File: config.mk
export PLATFORM = sky130hd
export DESIGN_NAME = picseq_top
export DESIGN_NICKNAME = d
export VERILOG_FILES = /design/src/rtl/picseq_pkg.sv /design/src/rtl/picseq_decode.sv /design/src/rtl/picseq_initfsm.sv /design/src/rtl/picseq_regs.sv /design/src/rtl/picseq_rdmux.sv /design/src/rtl/picseq_top.sv
export SDC_FILE = /design/constraint.sdc
export NUM_CORES = 1
export LEC_CHECK = 0
export ABC_AREA = 1
export BUFFER_PORTS_ARGS = -buffer_cell sky130_fd_sc_hd__buf_4
export CORE_MARGIN = 2
export CORE_UTILIZATION = 45
export DETAILED_ROUTE_END_ITERATION = 10
export PLACE_DENSITY = 0.82
export SETUP_SLACK_MARGIN = 0.05
export SYNTH_ARGS = -nofsm -noshare
export SYNTH_HDL_FRONTEND = slang
export SYNTH_SLANG_ARGS = --single-unit
export TNS_END_PERCENT = 50
File: constraint.sdc
create_clock -name clk -period 3.1 [get_ports clk]
set_input_delay 0.62 -clock clk [delete_from_list [all_inputs] [get_ports clk]]
set_output_delay 0.62 -clock clk [all_outputs]
set_load 0.03 [all_outputs]
File: src/rtl/picseq_pkg.sv
`timescale 1ns/1ps
package picseq_pkg;
    localparam int BYTE_W = 8;
    localparam int LINES  = 8;
    localparam int LINE_W = $clog2(LINES);

    typedef enum logic [1:0] {
        ST_READY        = 2'd0,
        ST_WAIT_BASE    = 2'd1,
        ST_WAIT_CASCADE = 2'd2,
        ST_WAIT_MODE    = 2'd3
    } init_st_e;

    typedef enum logic [2:0] {
        EOI_RAEOI_CLR   = 3'd0,
        EOI_NONSPEC     = 3'd1,
        EOI_NOP         = 3'd2,
        EOI_SPEC        = 3'd3,
        EOI_RAEOI_SET   = 3'd4,
        EOI_ROT_NONSPEC = 3'd5,
        EOI_SET_PRI     = 3'd6,
        EOI_ROT_SPEC    = 3'd7
    } eoi_code_e;
endpackage

File: src/rtl/picseq_decode.sv
`timescale 1ns/1ps
module picseq_decode (
    input  logic       wr_en,
    input  logic       addr,
    input  logic [1:0] sel_bits,
    output logic       is_start,
    output logic       is_rdctl,
    output logic       is_eoi,
    output logic       is_port1
);
    always_comb begin
        is_start = wr_en && !addr && sel_bits[1];
        is_rdctl = wr_en && !addr && !sel_bits[1] && sel_bits[0];
        is_eoi   = wr_en && !addr && !sel_bits[1] && !sel_bits[0];
        is_port1 = wr_en && addr;
    end
endmodule

File: src/rtl/picseq_initfsm.sv
`timescale 1ns/1ps
module picseq_initfsm
    import picseq_pkg::*;
(
    input  logic     clk,
    input  logic     rst_n,
    input  logic     is_start,
    input  logic     is_port1,
    input  logic     bit_need,
    input  logic     bit_single,
    input  logic     bit_level,
    output init_st_e state,
    output logic     single_mode,
    output logic     need_mode_word,
    output logic     level_err
);
    init_st_e state_nxt;

    always_ff @(posedge clk or negedge rst_n) begin
        if (!rst_n) state <= ST_READY;
        else        state <= state_nxt;
    end

    always_comb begin
        state_nxt = state;
        if (is_start) begin
            state_nxt = ST_WAIT_BASE;
        end else if (is_port1) begin
            unique case (state)
                ST_READY:        state_nxt = ST_READY;
                ST_WAIT_BASE:    state_nxt = !single_mode ? ST_WAIT_CASCADE :
                                             (need_mode_word ? ST_WAIT_MODE : ST_READY);
                ST_WAIT_CASCADE: state_nxt = need_mode_word ? ST_WAIT_MODE : ST_READY;
                ST_WAIT_MODE:    state_nxt = ST_READY;
            endcase
        end
    end

    always_ff @(posedge clk or negedge rst_n) begin
        if (!rst_n) begin
            single_mode    <= 1'b0;
            need_mode_word <= 1'b0;
            level_err      <= 1'b0;
        end else if (is_start) begin
            single_mode    <= bit_single;
            need_mode_word <= bit_need;
            level_err      <= bit_level;
        end
    end
endmodule

File: src/rtl/picseq_regs.sv
`timescale 1ns/1ps
module picseq_regs
    import picseq_pkg::*;
(
    input  logic              clk,
    input  logic              rst_n,
    input  logic              is_start,
    input  logic              is_rdctl,
    input  logic              is_eoi,
    input  logic              is_port1,
    input  init_st_e          state,
    input  logic [BYTE_W-1:0] wr_data,
    input  logic              rd_en,
    input  logic [LINES-1:0]  isr_set,
    input  logic              hp_req_valid,
    input  logic [LINE_W-1:0] hp_req_line,
    input  logic              hp_isr_valid,
    input  logic [LINE_W-1:0] hp_isr_line,
    output logic [LINES-1:0]  imr_q,
    output logic [LINES-1:0]  isr_q,
    output logic [BYTE_W-1:0] vec_base,
    output logic [LINE_W-1:0] rot_ofs,
    output logic              sfn_mode,
    output logic              auto_eoi,
    output logic              rot_aeoi,
    output logic              spec_mask,
    output logic              read_isr_sel,
    output logic              poll_armed,
    output logic [LINES-1:0]  req_clr,
    output logic [LINES-1:0]  isr_clr
);
    localparam logic [BYTE_W-1:0] BASE_MASK = {BYTE_W{1'b1}} << LINE_W;

    eoi_code_e         code;
    logic [LINE_W-1:0] cmd_line;
    logic              rot_load;
    logic [LINE_W-1:0] rot_nxt;
    logic              poll_take;

    assign code      = eoi_code_e'(wr_data[BYTE_W-1 -: 3]);
    assign cmd_line  = wr_data[LINE_W-1:0];
    assign poll_take = rd_en && poll_armed && hp_req_valid;

    always_comb begin
        req_clr  = '0;
        isr_clr  = '0;
        rot_load = 1'b0;
        rot_nxt  = rot_ofs;
        if (is_start) begin
            req_clr = '1;
        end
        if (is_eoi) begin
            unique case (code)
                EOI_NONSPEC: begin
                    if (hp_isr_valid) isr_clr[hp_isr_line] = 1'b1;
                end
                EOI_ROT_NONSPEC: begin
                    if (hp_isr_valid) begin
                        isr_clr[hp_isr_line] = 1'b1;
                        rot_load = 1'b1;
                        rot_nxt  = hp_isr_line + LINE_W'(1);
                    end
                end
                EOI_SPEC: begin
                    isr_clr[cmd_line] = 1'b1;
                end
                EOI_ROT_SPEC: begin
                    isr_clr[cmd_line] = 1'b1;
                    rot_load = 1'b1;
                    rot_nxt  = cmd_line + LINE_W'(1);
                end
                EOI_SET_PRI: begin
                    rot_load = 1'b1;
                    rot_nxt  = cmd_line + LINE_W'(1);
                end
                EOI_RAEOI_CLR, EOI_RAEOI_SET, EOI_NOP: begin
                    rot_load = 1'b0;
                end
            endcase
        end
        if (poll_take) begin
            req_clr[hp_req_line] = 1'b1;
            isr_clr[hp_req_line] = 1'b1;
        end
    end

    always_ff @(posedge clk or negedge rst_n) begin
        if (!rst_n) begin
            imr_q        <= '0;
            isr_q        <= '0;
            vec_base     <= '0;
            rot_ofs      <= '0;
            sfn_mode     <= 1'b0;
            auto_eoi     <= 1'b0;
            rot_aeoi     <= 1'b0;
            spec_mask    <= 1'b0;
            read_isr_sel <= 1'b0;
            poll_armed   <= 1'b0;
        end else if (is_start) begin
            imr_q        <= '0;
            isr_q        <= '0;
            vec_base     <= '0;
            rot_ofs      <= '0;
            sfn_mode     <= 1'b0;
            auto_eoi     <= 1'b0;
            rot_aeoi     <= 1'b0;
            spec_mask    <= 1'b0;
            read_isr_sel <= 1'b0;
            poll_armed   <= 1'b0;
        end else begin
            isr_q <= (isr_q & ~isr_clr) | isr_set;
            if (is_port1) begin
                unique case (state)
                    ST_READY:        imr_q <= wr_data;
                    ST_WAIT_BASE:    vec_base <= wr_data & BASE_MASK;
                    ST_WAIT_CASCADE: vec_base <= vec_base;
                    ST_WAIT_MODE: begin
                        sfn_mode <= wr_data[4];
                        auto_eoi <= wr_data[1];
                    end
                endcase
            end
            if (rd_en && poll_armed) poll_armed <= 1'b0;
            if (is_rdctl) begin
                if (wr_data[2]) poll_armed   <= 1'b1;
                if (wr_data[1]) read_isr_sel <= wr_data[0];
                if (wr_data[6]) spec_mask    <= wr_data[5];
            end
            if (is_eoi && (code == EOI_RAEOI_CLR || code == EOI_RAEOI_SET))
                rot_aeoi <= wr_data[7];
            if (rot_load) rot_ofs <= rot_nxt;
        end
    end
endmodule

File: src/rtl/picseq_rdmux.sv
`timescale 1ns/1ps
module picseq_rdmux
    import picseq_pkg::*;
(
    input  logic              addr,
    input  logic              poll_armed,
    input  logic              read_isr_sel,
    input  logic              hp_req_valid,
    input  logic [LINE_W-1:0] hp_req_line,
    input  logic [LINES-1:0]  req_vec,
    input  logic [LINES-1:0]  isr_q,
    input  logic [LINES-1:0]  imr_q,
    output logic [BYTE_W-1:0] rd_data
);
    localparam logic [BYTE_W-1:0] POLL_NONE = BYTE_W'(LINES - 1);

    always_comb begin
        if (poll_armed)
            rd_data = hp_req_valid ? BYTE_W'(hp_req_line) : POLL_NONE;
        else if (addr)
            rd_data = imr_q;
        else
            rd_data = read_isr_sel ? isr_q : req_vec;
    end
endmodule

File: src/rtl/picseq_top.sv
`timescale 1ns/1ps
module picseq_top
    import picseq_pkg::*;
(
    input  logic              clk,
    input  logic              rst_n,
    input  logic              wr_en,
    input  logic              rd_en,
    input  logic              addr,
    input  logic [BYTE_W-1:0] wr_data,
    output logic [BYTE_W-1:0] rd_data,
    input  logic [LINES-1:0]  req_vec,
    input  logic [LINES-1:0]  isr_set,
    input  logic              hp_req_valid,
    input  logic [LINE_W-1:0] hp_req_line,
    input  logic              hp_isr_valid,
    input  logic [LINE_W-1:0] hp_isr_line,
    output logic [LINES-1:0]  imr_q,
    output logic [LINES-1:0]  isr_q,
    output logic [BYTE_W-1:0] vec_base,
    output logic [LINE_W-1:0] rot_ofs,
    output logic              sfn_mode,
    output logic              auto_eoi,
    output logic              rot_aeoi,
    output logic              spec_mask,
    output logic              read_isr_sel,
    output logic              poll_armed,
    output logic              single_mode,
    output logic              need_mode_word,
    output logic [1:0]        init_state,
    output logic [LINES-1:0]  req_clr,
    output logic [LINES-1:0]  isr_clr,
    output logic              out_drop,
    output logic              level_err
);
    logic     is_start, is_rdctl, is_eoi, is_port1;
    init_st_e state;

    picseq_decode u_dec (
        .wr_en    (wr_en),
        .addr     (addr),
        .sel_bits (wr_data[4:3]),
        .is_start (is_start),
        .is_rdctl (is_rdctl),
        .is_eoi   (is_eoi),
        .is_port1 (is_port1)
    );

    picseq_initfsm u_fsm (
        .clk            (clk),
        .rst_n          (rst_n),
        .is_start       (is_start),
        .is_port1       (is_port1),
        .bit_need       (wr_data[0]),
        .bit_single     (wr_data[1]),
        .bit_level      (wr_data[3]),
        .state          (state),
        .single_mode    (single_mode),
        .need_mode_word (need_mode_word),
        .level_err      (level_err)
    );

    picseq_regs u_regs (
        .clk          (clk),
        .rst_n        (rst_n),
        .is_start     (is_start),
        .is_rdctl     (is_rdctl),
        .is_eoi       (is_eoi),
        .is_port1     (is_port1),
        .state        (state),
        .wr_data      (wr_data),
        .rd_en        (rd_en),
        .isr_set      (isr_set),
        .hp_req_valid (hp_req_valid),
        .hp_req_line  (hp_req_line),
        .hp_isr_valid (hp_isr_valid),
        .hp_isr_line  (hp_isr_line),
        .imr_q        (imr_q),
        .isr_q        (isr_q),
        .vec_base     (vec_base),
        .rot_ofs      (rot_ofs),
        .sfn_mode     (sfn_mode),
        .auto_eoi     (auto_eoi),
        .rot_aeoi     (rot_aeoi),
        .spec_mask    (spec_mask),
        .read_isr_sel (read_isr_sel),
        .poll_armed   (poll_armed),
        .req_clr      (req_clr),
        .isr_clr      (isr_clr)
    );

    picseq_rdmux u_rd (
        .addr         (addr),
        .poll_armed   (poll_armed),
        .read_isr_sel (read_isr_sel),
        .hp_req_valid (hp_req_valid),
        .hp_req_line  (hp_req_line),
        .req_vec      (req_vec),
        .isr_q        (isr_q),
        .imr_q        (imr_q),
        .rd_data      (rd_data)
    );

    assign init_state = state;
    assign out_drop   = is_start;
endmodule

* Yosys cells after proc, flatten, opt, wreduce, memory -nomap -nowiden *
Cells that the tools add are included.

word-level totals
  logic and storage cells = 130
  input bits = 37
  bits in registers = 38

cells by class
  bitwise operators = 5
  reductions and logical operators = 39
  $add $sub $neg = 2
  magnitude comparators = 6
  multiplexer cells = 54
  equal/unequal tests = 10

operators with widths
  kind                 number
  $mux 8               15
  $or 8x8->8           3
  $mux 1               23
  $reduce_bool 2->1    10
  $pmux 8 s2           1
  $mux 3               5
  $eq 3x3->1 const B   4
  $logic_and 1x1->1    12
  $lt 3x4->1 const B   3
  $reduce_and 2->1     5
  $demux 1 s3          3
  $ge 3x1->1 const B   3
  $and 8x8->8          1
  $mux 2               4
  $not 8->8            1
  $reduce_or 2->1      4
  $add 3x1->3 const B  2
  $pmux 2 s3           1
  $pmux 3 s2           1
  $eq 2x2->1 const B   2
  $reduce_and 4->1     1
  $eq 3x1->1 const B   1
  $eq 3x2->1 const B   1
  $logic_not 1->1      3
  other kinds (7)      7

* Depth between registers and ports, before layout *
Gate-level depths: netlist (run 1).

  word-level depth = 13
  gate-level depth with buffers = 8
  depth with buffers taken out = 8

* Hierarchy *
From an unflattened synthesis (run 1), not the netlist that was laid out.

unflattened totals
  cell total of the unflattened synthesis = 328
  area, all modules = 2,252.2 um^2

by module, submodules not included
  module          times used  cells an instance  area an instance (um^2)
  picseq_regs     1           227                1,691.6
  picseq_rdmux    1           64                 291.5
  picseq_initfsm  1           27                 230.2
  picseq_decode   1           10                 38.8

* Worst setup path after synthesis (run 1) *
OpenSTA, ideal clock, no wires.

  kind = input-to-output
  from = input port addr
  to = output port rd_data[0]
  required time = 2.480 ns
  setup slack = 0.947 ns
  data arrival time = 1.533 ns
  cell stages on the path = 4
  cells stage by stage = inv_1 -> buf_2 -> o211ai_1 -> a22oi_1

on the way
  longest elaborated chain between the ends = 2

RTL lines
  element          line                source
  start, declared  picseq_top.sv:9     input logic addr,
  $mux 8           picseq_rdmux.sv:20  else if (addr)
  $mux 8           picseq_rdmux.sv:18  if (poll_armed)
  end, declared    picseq_top.sv:11    output logic [BYTE_W-1:0] rd_data,

No other way between the ends.

* Worst setup path after layout (run 1) *
  from = register u_regs.read_isr_sel
  to = output port rd_data[1]

on the way
  longest elaborated chain between the ends = 3

RTL lines
  element                 line                source
  start, declared         picseq_regs.sv:27   output logic read_isr_sel,
  start signal, assigned  picseq_regs.sv:126  if (wr_data[1]) read_isr_sel <= wr_data[0];
  $mux 8                  picseq_rdmux.sv:23  rd_data = read_isr_sel ? isr_q : req_vec;
  $mux 8                  picseq_rdmux.sv:20
  $mux 8                  picseq_rdmux.sv:18

No other way between the ends.

==> results.json, run 1 <==
{
  "relSlewSlack": 0.562,
  "rsz0062_at_grt": "no",
  "postSynthAreaPerCell_um2": 6.93,
  "grt_pass1_vias": 2209,
  "fmax_mhz": 434,
  "path_max_fanout": 10,
  "place_area_um2": 2950,
  "synth.most_common_cell": "nand2_1",
  "nets": 450,
  "min_period_ps": 2300,
  "skew_ps": 4.99,
  "port_buffers": 96,
  "ant_nets": 0,
  "start_util": 0.464,
  "synth_top_area_cell": "dfrtp_1",
  "place.gp.congestion": 0.906,
  "holdWs_ps": 270,
  "slew_violations": 0,
  "grt.total_usage": 0.237,
  "drv_cap": 0,
  "clock_path_buffers": 2,
  "synthCells": 316,
  "seqPwrFrac": 0.350,
  "finalHoldViolations": 0,
  "cp.required_ps": 2480,
  "yosysWarnings": 0,
  "dr_wl_met3_um": 424,
  "cts_tree": "built",
  "setup_viol": 0,
  "instances_no_fill": 480,
  "numCtsBuffers": 5,
  "cts_resized": 0,
  "synth-edff-count": 0,
  "ctsHoldBuffers": 0,
  "drive_gt1_frac": 0.283,
  "gr-total-overflow": 0,
  "fp.dieArea_um2": 5440,
  "leakagePower_nw": 1.81,
  "yosysSeqAreaShare": 0.400,
  "hold_class": "in -> async",
  "yosysTopAreaCellShare": 0.400,
  "io_pins": 100,
  "clk_latency_ps": 290,
  "antenna_found_initial": 0,
  "synth_area_leaders": "dfrtp_1, nand2_1, nand3_1",
  "grt_max_degree": 38,
  "worstSetupPathType": "reg -> out",
  "die_y_um": 73.8,
  "crit_path_start_kind": "flip-flop",
  "rows": 25,
  "hpwlAfterDp_um": 5130,
  "slowest_delay_ps": 510,
  "core_um2": 4720,
  "h-tree-depth": 2,
  "grt_pass1_wl_um": 9920,
  "via_count": 2446,
  "synthToLayoutAreaGrowth_pct": 40.6,
  "n_antenna_cell": 0,
  "avgViaCountPerCell": 5.10,
  "pwr-share-clk": 0.282,
  "synth_seq_cells": 35,
  "worstPathArrival_ps": 1680,
  "async_reset_ff_frac": 1.00,
  "postLayoutCellArea_um2": 3080,
  "cts_root_buf": "clkbuf_8",
  "max_slew.worst_pin.slew_ps": 658,
  "clkSinkCount": 35,
  "cts_setup_buffers": 0,
  "pwr_density_cell_nw_per_um2": 562,
  "wl_per_cell_um": 13.7,
  "p_int_w": 0.00109,
  "netlist_area_um2": 2190,
  "switching_share": 0.373,
  "endpoint_kind": "primary output",
  "synth_cell_type_count": 33,
  "totalWireLength_um": 6570,
  "comb_power_share": 0.368,
  "dr.pass1.iters": 5,
  "crit_slowest_cell": "dfrtp_1",
  "synth_common_cells": "nand2_1, inv_1, nand3_1",
  "wl_met2_um": 3220,
  "power.switching_w": 0.000646,
  "die_w_um": 73.8,
  "vdd_drop_max_mv": 0.271,
  "drt_first_iter_violations": 177,
  "timing.final.crit_share": 0.743,
  "highest_layer": "met4",
  "status": "completed",
  "synth_ff_type": "dfrtp_1",
  "critical_path.cell_chain": "clkinv_1 > nand2_1 > nand3_1 > o21ai_0 > a22oi_1 > buf_4",
  "numPlacedInstances": 472,
  "route.detailed.drc": 0,
  "fin_tns_setup_ps": 0,
  "met1_length_um": 2850,
  "clk_pin_slew_ps": 70
}
## state kept, by name, summed over array words and instances, names as in the netlist
name,count
u_regs.imr_q,8
u_regs.isr_q,8
u_regs.vec_base,5
u_regs.rot_ofs,3
u_fsm.state,2
u_fsm.level_err,1
u_fsm.need_mode_word,1
u_fsm.single_mode,1
u_regs.auto_eoi,1
u_regs.poll_armed,1
u_regs.read_isr_sel,1
u_regs.rot_aeoi,1
u_regs.sfn_mode,1
u_regs.spec_mask,1
## per-stage QoR
stage,util,total power (W),worst slack (ps)
floorplan,-,0.000986,947
global placement,0.624,0.00124,864
detailed placement,0.624,0.00125,815
CTS,0.652,0.00174,800
global route,0.652,0.00181,668
finish,0.652,0.00173,797
## routing by layer
metal	track usage	up-vias
li1	-	1197
met1	0.313	1124
met2	0.394	112
met3	0.0453	13
met4	0.0727	0
met5	0	-
## critical path, delay by kind of cell, from the launching register on
family                 cells  cell delay, ps
AO/OA/AOI/OAI              2             210
buffers and inverters      2             490
flip-flops                 1             510
AND/OR/NAND/NOR            2             200
## worst paths after layout
check,from,to,slack [ps],depth (start not counted)
setup reg to reg,u_fsm.state[0]$_DFFE_PN0P_,u_regs.imr_q[2]$_DFFE_PN0P_,1630,3
min in group clk,u_fsm.level_err$_DFFE_PN0P_,u_fsm.level_err$_DFFE_PN0P_,500,2
hold / removal,rst_n,u_fsm.level_err$_DFFE_PN0P_,270,1
max in group asynchronous,rst_n,u_regs.imr_q[2]$_DFFE_PN0P_,2500,1
hold reg to reg,u_fsm.level_err$_DFFE_PN0P_,u_fsm.level_err$_DFFE_PN0P_,500,2
setup / recovery,u_regs.read_isr_sel$_DFFE_PN0P_,rd_data[1],800,6
## logic make-up after synthesis
group | synth area share
compound gates | 0.156
xor+xnor | 0.00400
fa+ha+maj | 0.00571
buf+inv | 0.123
flops | 0.400
other cells | 0.00171
simple gates | 0.310
## power groups by stage
stage	logic [W]	registers, W	clock network, W
final	0.000638	0.000606	0.000488
after global routing	0.000685	0.000614	0.000509
after CTS	0.000640	0.000605	0.000490
after detailed placement	0.000639	0.000614	0
after global placement	0.000628	0.000614	0
after floorplan	0.000249	0.000737	0
## layout make-up
cell class / count / area [um^2]
flip-flops and latches: 35 / 876
well taps: 67 / 83.8
fillers: 451 / 1640
multi-input cells: 218 / 1050
inverters: 55 / 206
clock buffers: 6 / 72.6
clock inverters: 2 / 60.1
repair buffers: 97 / 728
## cells in the final DEF (no fill, tap or decap), drive strengths merged
cell type and n:
a21oi 11, a22oi 3, a2bb2oi 1, a31oi 1, buf 97, bufinv 2
clkbuf 6, clkinv 1, conb 3, dfrtp 35, ha 1, inv 54
nand2 94, nand3 41, nor2 21, nor3 1, o211ai 6, o21ai 27
o22ai 1, o31ai 4, o32ai 1, or2 1, xnor2 1
(Power assumes the default switching activity.)
==> inputs of run 2 (changes only) <==
Settings changed: ABC_AREA 1 to 0, CORE_UTILIZATION 45 to 42, PLACE_DENSITY 0.82 to 0.81.
Clock period 3.1 ns to 2.1 ns, I/O delays scaled along.
==> run 2 against run 1 <==
  * Sequential power up 53%
  * Clock power down 4.5%
  * Critical path depth unchanged
  * First-iteration DRC count down 42%
  * Clock skew up 0.73 ps
  * Non-clock buffer count up 10
  * Core utilization down 4.4 points
  * Combinational power up 60%
  * Largest power group unchanged
==> results.json, run 2 <==
{
  "status": "completed",
  "timing.final.crit_share": 0.941,
  "grt_pass1_wl_um": 9710,
  "grt.total_usage": 0.225,
  "synth_top_area_cell": "dfrtp_1",
  "leakagePower_nw": 1.58,
  "worstPathArrival_ps": 1560,
  "endpoint_kind": "primary output",
  "drv_cap": 0,
  "grt_pass1_vias": 2003,
  "fp.dieArea_um2": 5730,
  "synth_ff_type": "dfrtp_1",
  "hpwlAfterDp_um": 4860,
  "nets": 389,
  "crit_slowest_cell": "or3b_2",
  "drt_first_iter_violations": 102,
  "dr.pass1.iters": 4,
  "place.gp.congestion": 0.913,
  "async_reset_ff_frac": 1.00,
  "slowest_delay_ps": 490,
  "n_antenna_cell": 0,
  "place_area_um2": 2970,
  "wl_per_cell_um": 15.4,
  "h-tree-depth": 2,
  "fmax_mhz": 506,
  "port_buffers": 96,
  "io_pins": 100,
  "yosysTopAreaCellShare": 0.406,
  "vdd_drop_max_mv": 0.525,
  "final_common_cell": "buf_4",
  "numCtsBuffers": 5,
  "core_um2": 5040,
  "path_delay_family": "simple AND/OR/NAND/NOR gates",
  "clk_latency_ps": 280,
  "cts_tree": "built",
  "synth_cell_type_count": 40,
  "antenna_found_initial": 0,
  "totalWireLength_um": 6480,
  "synth.most_common_cell": "nand2_1",
  "gr-total-overflow": 0,
  "die_y_um": 75.7,
  "fin_tns_setup_ps": 0,
  "synthToLayoutAreaGrowth_pct": 42.1,
  "setup_viol": 0,
  "synth_common_cells": "nand2_1, dfrtp_1, nor2_1",
  "path_max_fanout": 5,
  "critical_path.cell_chain": "buf_4 > or3b_2 > o22ai_1 > nand2_1 > nand2_1 > buf_4",
  "synth_area_leaders": "dfrtp_1, mux2i_1, nand2_1",
  "netlist_area_um2": 2160,
  "min_period_ps": 1980,
  "synthCells": 250,
  "clock_path_buffers": 2,
  "ctsHoldBuffers": 0,
  "drive_gt1_frac": 0.344,
  "skew_ps": 5.72,
  "pwr_density_cell_nw_per_um2": 787,
  "cts_root_buf": "clkbuf_8",
  "reg_top3": "u_regs.imr_q: 8 flops, u_regs.isr_q: 8 flops, u_regs.vec_base: 5 flops",
  "postSynthAreaPerCell_um2": 8.63,
  "postLayoutCellArea_um2": 3060,
  "die_w_um": 75.7,
  "route.detailed.drc": 0,
  "mostFrequentLayoutCells": "buf_4, nand2_1, dfrtp_1, nor2_1, mux2i_1",
  "slew_violations": 0,
  "yosysSeqAreaShare": 0.406,
  "clk_pin_slew_ps": 60,
  "rsz0062_at_grt": "yes",
  "rows": 26,
  "hold_class": "in -> async",
  "crit_path_start_kind": "input pin",
  "start_util": 0.428,
  "cp.required_ps": 1680,
  "yosysWarnings": 0,
  "synth-edff-count": 0,
  "clkSinkCount": 35,
  "avgViaCountPerCell": 5.36,
  "worstSetupPathType": "in -> out",
  "grt_max_degree": 36,
  "finalHoldViolations": 0,
  "worstPathBufferInverterCount": 2,
  "synth_seq_cells": 35,
  "ant_nets": 0,
  "via_count": 2263
}
run 2: changes by cell type after synthesis, sizes merged, moves of 10 or more:
cell   delta
a22o     +10
o21ai    -18
inv      -50
mux2i    +22
nand3    -29
nand2    -45
run 2: what timing repair did:
item	CTS	global route
hold endpoints to repair	0	0
gates resized for setup	1	0
setup buffers	0	2
setup endpoints to repair	2	3
run 2: area by class of cell:
class                      instances  area, um^2
fill                             487        1980
clock inverter                     1        5.00
tap                               70        87.6
timing repair buffer             107         803
clock buffer                       7        76.3
multi-input combinational        198        1200
sequential                        35         877
inverter                           4        15.0
run 2: logic make-up (layout without fill, tap and decap cells):
kind of cell | Yosys count | after routing | share of synthesized area
mux | 24 | 24 | 0.113
xor+xnor | 1 | 1 | 0.00406
fa+ha+maj | 1 | 1 | 0.00580
simple gates | 123 | 123 | 0.285
flops | 35 | 35 | 0.406
buf+inv | 19 | 119 | 0.0412
other cells | 1 | 3 | 0.00174
compound gates | 46 | 46 | 0.144
run 2: power by group:
part	internal [W]	switching [W]	total, W	leakage, nW
Clock	0.000233	0.000233	0.000466	0.0422
Sequential	0.000796	0.000129	0.000925	0.430
Combinational	0.000409	0.000611	0.00102	1.10
run 2: worst paths after layout:
path | start | end | slack (ps) | depth (start not counted)
max | hp_isr_line[1] | isr_clr[4] | 120 | 6
max reg2reg | u_fsm.state[0]$_DFFE_PN0P_ | u_regs.vec_base[3]$_DFFE_PN0P_ | 620 | 4
min | rst_n | u_regs.sfn_mode$_DFFE_PN0P_ | 90 | 1
min in group clk | isr_set[7] | u_regs.isr_q[7]$_DFF_PN0_ | 360 | 2
max in group asynchronous | rst_n | u_regs.read_isr_sel$_DFFE_PN0P_ | 1670 | 1
min reg2reg | u_fsm.level_err$_DFFE_PN0P_ | u_fsm.level_err$_DFFE_PN0P_ | 490 | 2
run 2: stage by stage:
step | setup slack [ps] | cells | util | hold WS [ps] | total power (W)
floorplan | 159 | 252 | - | 124 | 0.00152
global placement | 174 | 412 | 0.588 | 408 | 0.00193
detailed placement | 131 | 412 | 0.588 | 407 | 0.00195
CTS | 97.1 | 420 | 0.605 | 98.6 | 0.00242
global route | 7.95 | 422 | 0.608 | 117 | 0.00255
finish | 124 | 422 | 0.608 | 87.4 | 0.00241
run 2: worst reg2reg max path, delay by kind of cell, from the launching register on:
family / cells / cell delay (ps)
mux: 1 / 230
flops: 1 / 490
simple gates: 3 / 640
run 2: layer usage:
layer	GRT usage	part of all wire	vias to the layer above
met5	0	0	-
met4	0.0721	0.013	0
met3	0.0450	0.076	6
met2	0.365	0.48	106
met1	0.305	0.43	1074
li1	-	-	1077
